## src/rtl/sdmon_pkg.sv

```systemverilog
package sdmon_pkg;

   typedef enum logic [2:0] {
      C_NONE = 3'd0,
      C_ACT  = 3'd1,
      C_RD   = 3'd2,
      C_WR   = 3'd3,
      C_PRE  = 3'd4,
      C_REF  = 3'd5,
      C_MRS  = 3'd6,
      C_BST  = 3'd7
   } cmd_e;

   typedef enum logic [3:0] {
      V_NONE      = 4'd0,
      V_RW_CLOSED = 4'd1,
      V_RCD       = 4'd2,
      V_ACT_OPEN  = 4'd3,
      V_RC        = 4'd4,
      V_RP        = 4'd5,
      V_RRD       = 4'd6,
      V_RAS       = 4'd7,
      V_DPL       = 4'd8,
      V_BUSY      = 4'd9
   } viol_e;

   // whole clocks covering a time in ns, rounded up
   function automatic int unsigned ns2clk(input int unsigned ns, input int unsigned tck);
      return (ns + tck - 1) / tck;
   endfunction

endpackage

```

## src/rtl/sdmon_decode.sv

```systemverilog
module sdmon_decode
   import sdmon_pkg::*;
(
   input  logic cs_n,
   input  logic ras_n,
   input  logic cas_n,
   input  logic we_n,
   output cmd_e cmd_o
);

   always_comb begin
      cmd_o = C_NONE;
      if (!cs_n) begin
         unique case ({ras_n, cas_n, we_n})
            3'b011:  cmd_o = C_ACT;
            3'b101:  cmd_o = C_RD;
            3'b100:  cmd_o = C_WR;
            3'b010:  cmd_o = C_PRE;
            3'b001:  cmd_o = C_REF;
            3'b000:  cmd_o = C_MRS;
            3'b110:  cmd_o = C_BST;
            default: cmd_o = C_NONE;
         endcase
      end
   end

endmodule

```

## src/rtl/sdmon_dncnt.sv

```systemverilog
// Busy for SPAN-1 cycles after a load; a span of one or less is never busy.
module sdmon_dncnt #(
   parameter int unsigned SPAN = 1
) (
   input  logic clk,
   input  logic rst_n,
   input  logic load_i,
   input  logic clr_i,
   output logic busy_o
);

   localparam int unsigned LOADV = (SPAN > 1) ? SPAN - 1 : 0;
   localparam int unsigned W     = (LOADV > 1) ? $clog2(LOADV + 1) : 1;

   logic [W-1:0] cnt_q;

   always_ff @(posedge clk or negedge rst_n) begin
      if (!rst_n)
         cnt_q <= '0;
      else if (clr_i)
         cnt_q <= '0;
      else if (load_i)
         cnt_q <= W'(LOADV);
      else if (cnt_q != '0)
         cnt_q <= cnt_q - W'(1);
   end

   assign busy_o = (cnt_q != '0);

endmodule

```

## src/rtl/sdmon_bank.sv

```systemverilog
module sdmon_bank #(
   parameter int unsigned RCD_C = 1,
   parameter int unsigned RAS_C = 1,
   parameter int unsigned RP_C  = 1,
   parameter int unsigned RC_C  = 1,
   parameter int unsigned DPL_C = 1
) (
   input  logic clk,
   input  logic rst_n,
   input  logic act_i,
   input  logic pre_i,
   input  logic wr_i,
   output logic open_o,
   output logic prech_o,
   output logic rcd_busy_o,
   output logic ras_busy_o,
   output logic rc_busy_o,
   output logic dpl_busy_o
);

   logic open_q;
   logic close_now;

   assign close_now = pre_i && open_q;

   always_ff @(posedge clk or negedge rst_n) begin
      if (!rst_n)
         open_q <= 1'b0;
      else if (act_i)
         open_q <= 1'b1;
      else if (close_now)
         open_q <= 1'b0;
   end

   assign open_o = open_q;

   sdmon_dncnt #(.SPAN(RCD_C)) u_rcd (
      .clk(clk), .rst_n(rst_n), .load_i(act_i), .clr_i(1'b0), .busy_o(rcd_busy_o));

   sdmon_dncnt #(.SPAN(RAS_C)) u_ras (
      .clk(clk), .rst_n(rst_n), .load_i(act_i), .clr_i(1'b0), .busy_o(ras_busy_o));

   sdmon_dncnt #(.SPAN(RC_C)) u_rc (
      .clk(clk), .rst_n(rst_n), .load_i(act_i), .clr_i(1'b0), .busy_o(rc_busy_o));

   sdmon_dncnt #(.SPAN(RP_C)) u_rp (
      .clk(clk), .rst_n(rst_n), .load_i(close_now), .clr_i(act_i), .busy_o(prech_o));

   sdmon_dncnt #(.SPAN(DPL_C)) u_dpl (
      .clk(clk), .rst_n(rst_n), .load_i(wr_i), .clr_i(1'b0), .busy_o(dpl_busy_o));

endmodule

```

## src/rtl/sdmon_judge.sv

```systemverilog
module sdmon_judge
   import sdmon_pkg::*;
#(
   parameter int unsigned BANK_W = 2,
   localparam int unsigned NB    = 1 << BANK_W
) (
   input  cmd_e              cmd_i,
   input  logic [BANK_W-1:0] ba_i,
   input  logic              a10_i,
   input  logic [NB-1:0]     open_v,
   input  logic [NB-1:0]     prech_v,
   input  logic [NB-1:0]     rcd_v,
   input  logic [NB-1:0]     ras_v,
   input  logic [NB-1:0]     rc_v,
   input  logic [NB-1:0]     dpl_v,
   input  logic              rrd_busy_i,
   input  logic [BANK_W-1:0] last_ba_i,
   output viol_e             code_o
);

   logic [NB-1:0] tgt;

   for (genvar i = 0; i < NB; i++) begin : g_tgt
      assign tgt[i] = a10_i || (ba_i == BANK_W'(i));
   end

   always_comb begin
      code_o = V_NONE;
      unique case (cmd_i)
         C_ACT: begin
            if (open_v[ba_i])                          code_o = V_ACT_OPEN;
            else if (rc_v[ba_i])                       code_o = V_RC;
            else if (prech_v[ba_i])                    code_o = V_RP;
            else if (rrd_busy_i && ba_i != last_ba_i)  code_o = V_RRD;
         end
         C_RD, C_WR: begin
            if (!open_v[ba_i])                         code_o = V_RW_CLOSED;
            else if (rcd_v[ba_i])                      code_o = V_RCD;
         end
         C_PRE: begin
            if (|(tgt & open_v & ras_v))               code_o = V_RAS;
            else if (|(tgt & open_v & dpl_v))          code_o = V_DPL;
         end
         C_REF, C_MRS: begin
            if ((|open_v) || (|prech_v))               code_o = V_BUSY;
         end
         default: code_o = V_NONE;
      endcase
   end

endmodule

```

## src/rtl/sdmon_top.sv

```systemverilog
module sdmon_top
   import sdmon_pkg::*;
#(
   parameter int unsigned BANK_W    = 2,
   parameter int unsigned CLK_NS    = 4,
   parameter int unsigned T_RCD_NS  = 20,
   parameter int unsigned T_RAS_NS  = 45,
   parameter int unsigned T_RP_NS   = 20,
   parameter int unsigned T_RC_NS   = 67,
   parameter int unsigned T_RRD_NS  = 15,
   parameter int unsigned T_DPL_CK  = 2
) (
   input  logic              clk,
   input  logic              rst_n,
   input  logic              cs_n,
   input  logic              ras_n,
   input  logic              cas_n,
   input  logic              we_n,
   input  logic [BANK_W-1:0] ba,
   input  logic              a10,
   output logic              viol_valid_o,
   output logic [3:0]        viol_code_o
);

   localparam int unsigned NB    = 1 << BANK_W;
   localparam int unsigned RCD_C = ns2clk(T_RCD_NS, CLK_NS);
   localparam int unsigned RAS_C = ns2clk(T_RAS_NS, CLK_NS);
   localparam int unsigned RP_C  = ns2clk(T_RP_NS, CLK_NS);
   localparam int unsigned RC_C  = ns2clk(T_RC_NS, CLK_NS);
   localparam int unsigned RRD_C = ns2clk(T_RRD_NS, CLK_NS);

   if (CLK_NS == 0) begin : g_bad_clk
      $error("sdmon_top: CLK_NS must be nonzero");
   end
   if (BANK_W < 1 || BANK_W > 3) begin : g_bad_bank
      $error("sdmon_top: BANK_W must be 1 to 3");
   end

   cmd_e cmd;

   sdmon_decode u_dec (
      .cs_n(cs_n), .ras_n(ras_n), .cas_n(cas_n), .we_n(we_n), .cmd_o(cmd));

   logic [NB-1:0] open_v, prech_v, rcd_v, ras_v, rc_v, dpl_v;

   for (genvar i = 0; i < NB; i++) begin : g_bank
      logic sel;
      assign sel = (ba == BANK_W'(i));
      sdmon_bank #(
         .RCD_C(RCD_C), .RAS_C(RAS_C), .RP_C(RP_C), .RC_C(RC_C), .DPL_C(T_DPL_CK)
      ) u_bank (
         .clk        (clk),
         .rst_n      (rst_n),
         .act_i      (cmd == C_ACT && sel),
         .pre_i      (cmd == C_PRE && (a10 || sel)),
         .wr_i       (cmd == C_WR && sel),
         .open_o     (open_v[i]),
         .prech_o    (prech_v[i]),
         .rcd_busy_o (rcd_v[i]),
         .ras_busy_o (ras_v[i]),
         .rc_busy_o  (rc_v[i]),
         .dpl_busy_o (dpl_v[i])
      );
   end

   logic              rrd_busy;
   logic [BANK_W-1:0] last_ba_q;

   sdmon_dncnt #(.SPAN(RRD_C)) u_rrd (
      .clk(clk), .rst_n(rst_n), .load_i(cmd == C_ACT), .clr_i(1'b0), .busy_o(rrd_busy));

   always_ff @(posedge clk or negedge rst_n) begin
      if (!rst_n)
         last_ba_q <= '0;
      else if (cmd == C_ACT)
         last_ba_q <= ba;
   end

   viol_e code;

   sdmon_judge #(.BANK_W(BANK_W)) u_judge (
      .cmd_i      (cmd),
      .ba_i       (ba),
      .a10_i      (a10),
      .open_v     (open_v),
      .prech_v    (prech_v),
      .rcd_v      (rcd_v),
      .ras_v      (ras_v),
      .rc_v       (rc_v),
      .dpl_v      (dpl_v),
      .rrd_busy_i (rrd_busy),
      .last_ba_i  (last_ba_q),
      .code_o     (code)
   );

   always_ff @(posedge clk or negedge rst_n) begin
      if (!rst_n) begin
         viol_valid_o <= 1'b0;
         viol_code_o  <= 4'd0;
      end else begin
         viol_valid_o <= (code != V_NONE);
         viol_code_o  <= code;
      end
   end

endmodule

```

## config.mk

```make
export PLATFORM = sky130hd
export DESIGN_NAME = sdmon_top
export DESIGN_NICKNAME = d
export VERILOG_FILES = /design/src/rtl/sdmon_pkg.sv /design/src/rtl/sdmon_decode.sv /design/src/rtl/sdmon_dncnt.sv /design/src/rtl/sdmon_bank.sv /design/src/rtl/sdmon_judge.sv /design/src/rtl/sdmon_top.sv
export SDC_FILE = /design/constraint.sdc
export NUM_CORES = 1
export LEC_CHECK = 0
export BUFFER_PORTS_ARGS = -buffer_cell sky130_fd_sc_hd__buf_2
export CAP_MARGIN = 10
export CELL_PAD_IN_SITES_DETAIL_PLACEMENT = 1
export CELL_PAD_IN_SITES_GLOBAL_PLACEMENT = 1
export CORE_UTILIZATION = 35
export DETAILED_ROUTE_END_ITERATION = 6
export GPL_ROUTABILITY_DRIVEN = 0
export PLACE_DENSITY_LB_ADDON = 0.1
export SLEW_MARGIN = 40
export SYNTH_ARGS = -nofsm -noshare
export SYNTH_HDL_FRONTEND = slang
export SYNTH_SLANG_ARGS = --single-unit
```

## constraint.sdc

```tcl
create_clock -name clk -period 1.95 [get_ports clk]
set_input_delay 0.195 -clock clk [delete_from_list [all_inputs] [get_ports clk]]
set_output_delay 0.195 -clock clk [all_outputs]
set_load 0.1 [all_outputs]
```

### Word-level counts from Yosys, hierarchy flattened

Index checks and enable logic that the tools add are counted.

* add/subtract/negate cells: 21
* order comparisons: 1
* equality and inequality tests: 16
* multiplexer cells: 74
* bitwise logic cells: 3
* reductions and logical operators: 69

Operators with widths (count)
* 2-to-1 mux 3 bit: 22
* 2-to-1 mux 4 bit: 15
* 2-to-1 mux 5 bit: 8
* nonzero test 2 bit: 18
* nonzero test 3 bit: 12
* subtractor 3 x 1 -> 3 bit (second input constant): 8
* case mux 3 bit (7 select lines): 1
* 2-to-1 mux 1 bit: 20
* nonzero test 4 bit: 5
* nonzero test 5 bit: 4
* subtractor 5 x 1 -> 5 bit (second input constant): 4
* == test 3 bit (second input constant): 6
* logical AND 1 bit: 17
* case mux 4 bit (4 select lines): 1
* OR reduction 4 bit: 4
* subtractor 4 x 1 -> 4 bit (second input constant): 4
* AND 4 bit: 3
* == test 3 x 2 -> 1 bit (second input constant): 4
* binary-select mux 1 bit (select 2 bit): 4
* == test 3 x 1 -> 1 bit (second input constant): 2
* 2-to-1 mux 2 bit: 3
* logical OR 1 bit: 5
* == test 2 bit (second input constant): 2
* OR reduction 2 bit: 2
* 7 further kinds: 10

* register bits after elaboration: 77
* bits of input ports: 9
* output and inout bits: 5
* logic and storage cells: 212

### Longest topological paths before layout

* depth after elaboration: 9
* mapped depth: 7
* mapped depth without buffers: 7

### Cells and area by module

From an unflattened synthesis, not the netlist that was laid out.

* cells, all modules: 449
* area total of the unflattened synthesis: 4670.7 µm²

Modules (own cells, without submodules)
* sdmon_dncnt at g_bank[0].u_bank.u_rcd ...: instances 8, cells each 16, area each 177.7 µm², seq. area each 75.1 µm²
* sdmon_dncnt at g_bank[0].u_bank.u_rc ...: instances 4, cells each 26, area each 272.8 µm², seq. area each 125.1 µm²
* sdmon_dncnt at g_bank[0].u_bank.u_ras ...: instances 4, cells each 21, area each 226.5 µm², seq. area each 100.1 µm²
* sdmon_judge: instances 1, cells each 49, area each 375.4 µm², seq. area each 0.0 µm²
* sdmon_top: instances 1, cells each 37, area each 367.9 µm², seq. area each 175.2 µm²
* sdmon_bank: instances 4, cells each 5, area each 47.5 µm², seq. area each 25.0 µm²
* sdmon_dncnt at g_bank[0].u_bank.u_dpl ...: instances 4, cells each 2, area each 38.8 µm², seq. area each 25.0 µm²
* sdmon_dncnt at u_rrd: instances 1, cells each 11, area each 110.1 µm², seq. area each 50.0 µm²
* sdmon_decode: instances 1, cells each 8, area each 53.8 µm², seq. area each 0.0 µm²

### Worst setup path before layout

Ideal clock, no wire load.

* path type: register to register
* start point: reg g_bank[0].u_bank.u_ras.cnt_q[0]
* end point: reg viol_valid_o
* setup time: 0.138 ns
* data arrival time: 1.994 ns
* data required time: 1.812 ns
* path slack: -0.182 ns
* cell stages (with the launch flop): 8
* buffers on the path: 0
* period minus slack after synthesis: 2.132 ns
* cells stage by stage: dfrtp_1 inv_1 ha_1 nor3b_1 nand3b_1 a41oi_1 or2_1 or4_1

* cells in the longest elaborated chain, start to end: 6

RTL lines
* start, declared: line sdmon_dncnt.sv:15 `logic [W-1:0] cnt_q;`
* start signal, assigned: line sdmon_dncnt.sv:23 `cnt_q <= W'(LOADV);`
* start signal, assigned: line sdmon_dncnt.sv:25 `cnt_q <= cnt_q - W'(1);`
* nonzero test 4 bit: line sdmon_dncnt.sv:28 `assign busy_o = (cnt_q != '0);`
* AND 4 bit: line sdmon_judge.sv:41 `if (|(tgt & open_v & ras_v)) code_o = V_RAS;`
* OR reduction 4 bit: line sdmon_judge.sv:41
* 2-to-1 mux 4 bit: line sdmon_judge.sv:41
* case mux 4 bit (4 select lines): line sdmon_judge.sv:29 `unique case (cmd_i)`
* via code[2]: line sdmon_top.sv:79 `viol_e code;`
* nonzero test 4 bit: line sdmon_top.sv:101 `viol_valid_o <= (code != V_NONE);`
* end signal, assigned: line sdmon_top.sv:101
* end, declared: line sdmon_top.sv:21 `output logic viol_valid_o,`

The timed path passes the listed nets, and every way through them passes these cells.
A chain may end at the register's enable or synchronous reset.

### Final worst setup path

* start point: reg g_bank[3].u_bank.u_rp.cnt_q[1]
* end point: reg viol_valid_o

* cells in the longest elaborated chain, start to end: 8
* elaborated cells on any way between the ends: 11
* classes of those cells: mux: 7; reduce/logical: 4

RTL lines
* start, declared: line sdmon_dncnt.sv:15
* start signal, assigned: line sdmon_dncnt.sv:23
* start signal, assigned: line sdmon_dncnt.sv:25
* nonzero test 3 bit *: line sdmon_dncnt.sv:28
* binary-select mux 1 bit (select 2 bit): line sdmon_judge.sv:33 `else if (prech_v[ba_i]) code_o = V_RP;`
* 2-to-1 mux 1 bit (implied by the code): line sdmon_judge.sv:33
* 2-to-1 mux 4 bit: line sdmon_judge.sv:33
* 2-to-1 mux 4 bit: line sdmon_judge.sv:32 `else if (rc_v[ba_i]) code_o = V_RC;`
* 2-to-1 mux 4 bit: line sdmon_judge.sv:31 `if (open_v[ba_i]) code_o = V_ACT_OPEN;`
* case mux 4 bit (4 select lines) *: line sdmon_judge.sv:29
* nonzero test 4 bit *: line sdmon_top.sv:101

Mark *: on every way between the ends. The rest lies on a longest branch, timed or not. The select of a mux whose other input is x is not followed.

==> results.ini <==
[logic_synthesis]
syn_area_sq_mm = 0.00417
postSynth.topFlopCell = sky130_fd_sc_hd__dfrtp_1
synth.top_cells.by_area = sky130_fd_sc_hd__dfrtp_1, sky130_fd_sc_hd__ha_1, sky130_fd_sc_hd__xnor2_1, sky130_fd_sc_hd__nor2_1, sky130_fd_sc_hd__nand2_1
synth-edff-count = 0
yosys_reg_bits = 77
synth.distinct_cells = 48
yosysWarnings = 0
yosys.area.top_type_share_pct = 46.2
yosysTopAreaCell = sky130_fd_sc_hd__dfrtp_1
yosysSeqAreaShare_pct = 46.2
synthArstFlopShare_pct = 100
postSynthCellCount = 421
syn_area_cell_sq_um = 9.91
syn-num-nets = 459

[finish]
post-route-util_pct = 48.4
multi_input_area_sq_mm = 0.00218
count_of_non_filler_cells_in_the_finished_layout = 687
stdcell_area_sq_mm = 0.00557
layout-drive-gt1-share_pct = 29.6
syn_to_final_growth_pct = 33.6
nets = 578
register_area_sq_mm = 0.00193
layout.filler_cells = 1314
diodes = 0

[critical_path]
cp_data_required_time_ns = 2.16
crit_type = flop to flop
timing.critical_path.slowest_stage_cell = sky130_fd_sc_hd__or4_4
worst_setup_path_start_kind = flop
critical_path.endpoint_type = flop
crit_fanout = 3
critical_path.cell_chain = inv_2 -> ha_4 -> and4b_1 -> or4_4 -> a31oi_1 -> a21oi_1 -> or4_1
critPathArrivalTime_ns = 2.35
timing.critical_path.slowest_cell_delay_ns = 0.54

[cts]
cts-root-to-sink-buffers = 2
cts_made_buffers = 9
tritoncts = built
ctsRootBufferMaster = sky130_fd_sc_hd__clkbuf_16
cts.reportedPaths.clkPinSlew_ns = 0.06
clock_tree.htree_level_count = 3
clock_latency_of_the_later_clocked_register_in_the_worst_skew_pair_ns = 0.34
sink_count_of_the_clock_tree = 77

[floorplan]
rows = 39
fp.dieW_microns = 111
die-height_microns = 111
floorplan.die_area_sq_mm = 0.0124
initial_utilization_pct = 36.2
io_pins = 14
core-area_sq_mm = 0.0115

[power_and_ir_drop]
switching_share_of_total_power_pct = 35.6
p_int_mw = 5.91
fin_total_pwr_mw = 9.17
power_frac_seq_pct = 31.3
p_switching_mw = 3.26
share_clk_of_total_power_pct = 18.7
cell_pwr_density_mw_per_mm2 = 1650
irDropWorstVdd_uv = 780
power_frac_comb_pct = 50.0
total_leakage_power_nw = 2.70

[sta]
layout_worst_path_cycle_share_pct = 109
worst_slew_margin_rel_pct = 67.8
final.setup.tns_ns = -0.184
post-route-min-period_ns = 2.13
fin_hold_ws_ns = 0.220
final-max-slew-violation-count = 0
worst_slew_pin_slew_ns = 0.486
setup_viol = 1
timing.fmax_mhz = 469
timing_hold_violations_final = 0
rsz0062_at_grt = true
max_clock_skew_ns = 0.00588
layout_setup_ws_ns = -0.184

[placement]
place.detailed.hpwl_microns = 7800
dp_worst_setup_slack_ns = -0.274
place.port_buffers = 13
postPlaceCellArea_sq_mm = 0.00510
dpl.cell_count = 662

[global_routing]
grt_antenna_before_repair = 0
vias_in_the_first_global_route = 3795
global_route_wire_length_before_repair_microns = 18500
final_global_route_overflow_total = 0
grt_max_degree = 30
grt_usage_pct = 19.1

[drt]
post_drt_via_cell_ratio = 5.04
ant_nets = 0
drc_errors = 0
drt-total-wl_microns = 10600
detail_route.iter0.violations = 86
dr.pass1.iters = 4
dr_total_vias = 3463
wl_per_cell_microns = 15.5

[worst_hold_path]
worstHoldPathType = input port to flop

[job]
max-cap-violations = 0

[run_status]
run_status = complete, but fails checks
violations_in_the_final_reports = setup timing

-- registers in the layout, indices dropped and copies added, names as in the netlist, 4 cells and up --
name / cells
g_bank.u_bank.open_o: 4
g_bank.u_bank.u_rc.cnt_q: 20
g_bank.u_bank.u_dpl.busy_o: 4
g_bank.u_bank.u_ras.cnt_q: 16
viol_code_o: 4
g_bank.u_bank.u_rcd.cnt_q: 12
g_bank.u_bank.u_rp.cnt_q: 12
-- timing repair --
item / 4_1_cts / 5_1_grt
resized for setup: 16 / 4
hold endpoints to repair: 26 / 0
gates cloned: 0 / 0
setup endpoints to repair: 4 / 4
hold buffers: 1 / 0
pin swaps: 6 / 3
setup buffers: 4 / 6
-- power groups by stage --
stage	Sequential, mW	Clock, mW	Combinational (mW)
floorplan	2.92	0	2.51
global placement	2.85	0	4.13
detailed placement	2.88	0	4.33
CTS	2.87	1.76	4.53
global route	2.97	1.82	5.22
finish	2.87	1.71	4.59
-- synth_stat cells (7+ instances only) --
library cell,count
sky130_fd_sc_hd__dfrtp_1,77
sky130_fd_sc_hd__nor2_1,51
sky130_fd_sc_hd__nand2_1,41
sky130_fd_sc_hd__inv_1,39
sky130_fd_sc_hd__ha_1,29
sky130_fd_sc_hd__xnor2_1,22
sky130_fd_sc_hd__a21oi_1,21
sky130_fd_sc_hd__nor3_1,19
sky130_fd_sc_hd__nand2b_1,15
sky130_fd_sc_hd__o211ai_1,11
sky130_fd_sc_hd__a211oi_1,9
sky130_fd_sc_hd__nand3b_1,8
sky130_fd_sc_hd__mux2i_1,7
-- critical path: cells and delay by family (launching register included) --
kind,cells,cell delay (ns)
adders and majority gates,1,0.16
and+or+nand+nor,3,1.22
AOI/OAI and AO/OA,2,0.21
DFF,1,0.36
buffers and inverters,1,0.06
-- cell families (layout without fill, tap and decap cells) --
kind of cell               count (synthesis)  in the layout  share of synthesized area [%]
and+or+nand+nor                          177            177                           23.2
muxes                                     10             10                           3.03
adders and majority gates                 29             29                           8.70
DFF                                       77             77                           46.2
xor gates and xnor gates                  23             23                           4.83
AOI/OAI and AO/OA                         59             59                           9.75
buffers and inverters                     46            169                           4.29
-- final cells by class --
| cell class | instances | area share [%] |
|---|---|---|
| flip-flops and latches | 77 | 34.6 |
| inverters | 39 | 2.63 |
| well taps | 143 | 3.21 |
| clock inverters | 1 | 0.539 |
| repair buffers | 115 | 15.2 |
| multi-input cells | 298 | 39.1 |
| clock buffers | 14 | 4.74 |
-- per-layer routing --
metal	global-route usage, %	wire length [microns]	vias up
li1	-	-	1679
met1	24.0	4980	1754
met2	33.0	5300	22
met3	2.95	210	8
met4	6.76	143	0
met5	0	0	-
-- worst paths after layout --
| path | slack [ns] | to | cells past startpoint | from |
|---|---|---|---|---|
| min | 0.22 | g_bank[1].u_bank.u_dpl.busy_o | 3 | we_n |
| max in group asynchronous | 1.06 | g_bank[0].u_bank.open_o | 3 | rst_n |
| min reg2reg | 0.50 | last_ba_q[0] | 2 | last_ba_q[0] |
| max | -0.18 | viol_valid_o | 7 | g_bank[3].u_bank.u_rp.cnt_q[1] |
| min in group asynchronous | 0.34 | g_bank[0].u_bank.u_rc.cnt_q[2] | 2 | rst_n |
| max reg2reg | -0.18 | viol_valid_o | 7 | g_bank[3].u_bank.u_rp.cnt_q[1] |
-- cells in the final DEF, fill, tap and decap left out, types with 9 or more instances in the layout --
master                      instances
sky130_fd_sc_hd__nor2_1            51
sky130_fd_sc_hd__o211ai_1          11
sky130_fd_sc_hd__nand2_1           41
sky130_fd_sc_hd__inv_1             31
sky130_fd_sc_hd__ha_1              21
sky130_fd_sc_hd__xnor2_1           22
sky130_fd_sc_hd__nand2b_1          14
sky130_fd_sc_hd__clkbuf_16          9
sky130_fd_sc_hd__a211oi_1           9
sky130_fd_sc_hd__a21oi_1           21
sky130_fd_sc_hd__nor3_1            19
sky130_fd_sc_hd__buf_4            101
sky130_fd_sc_hd__buf_2             12
sky130_fd_sc_hd__dfrtp_1           77
(Power assumes the default switching activity.)
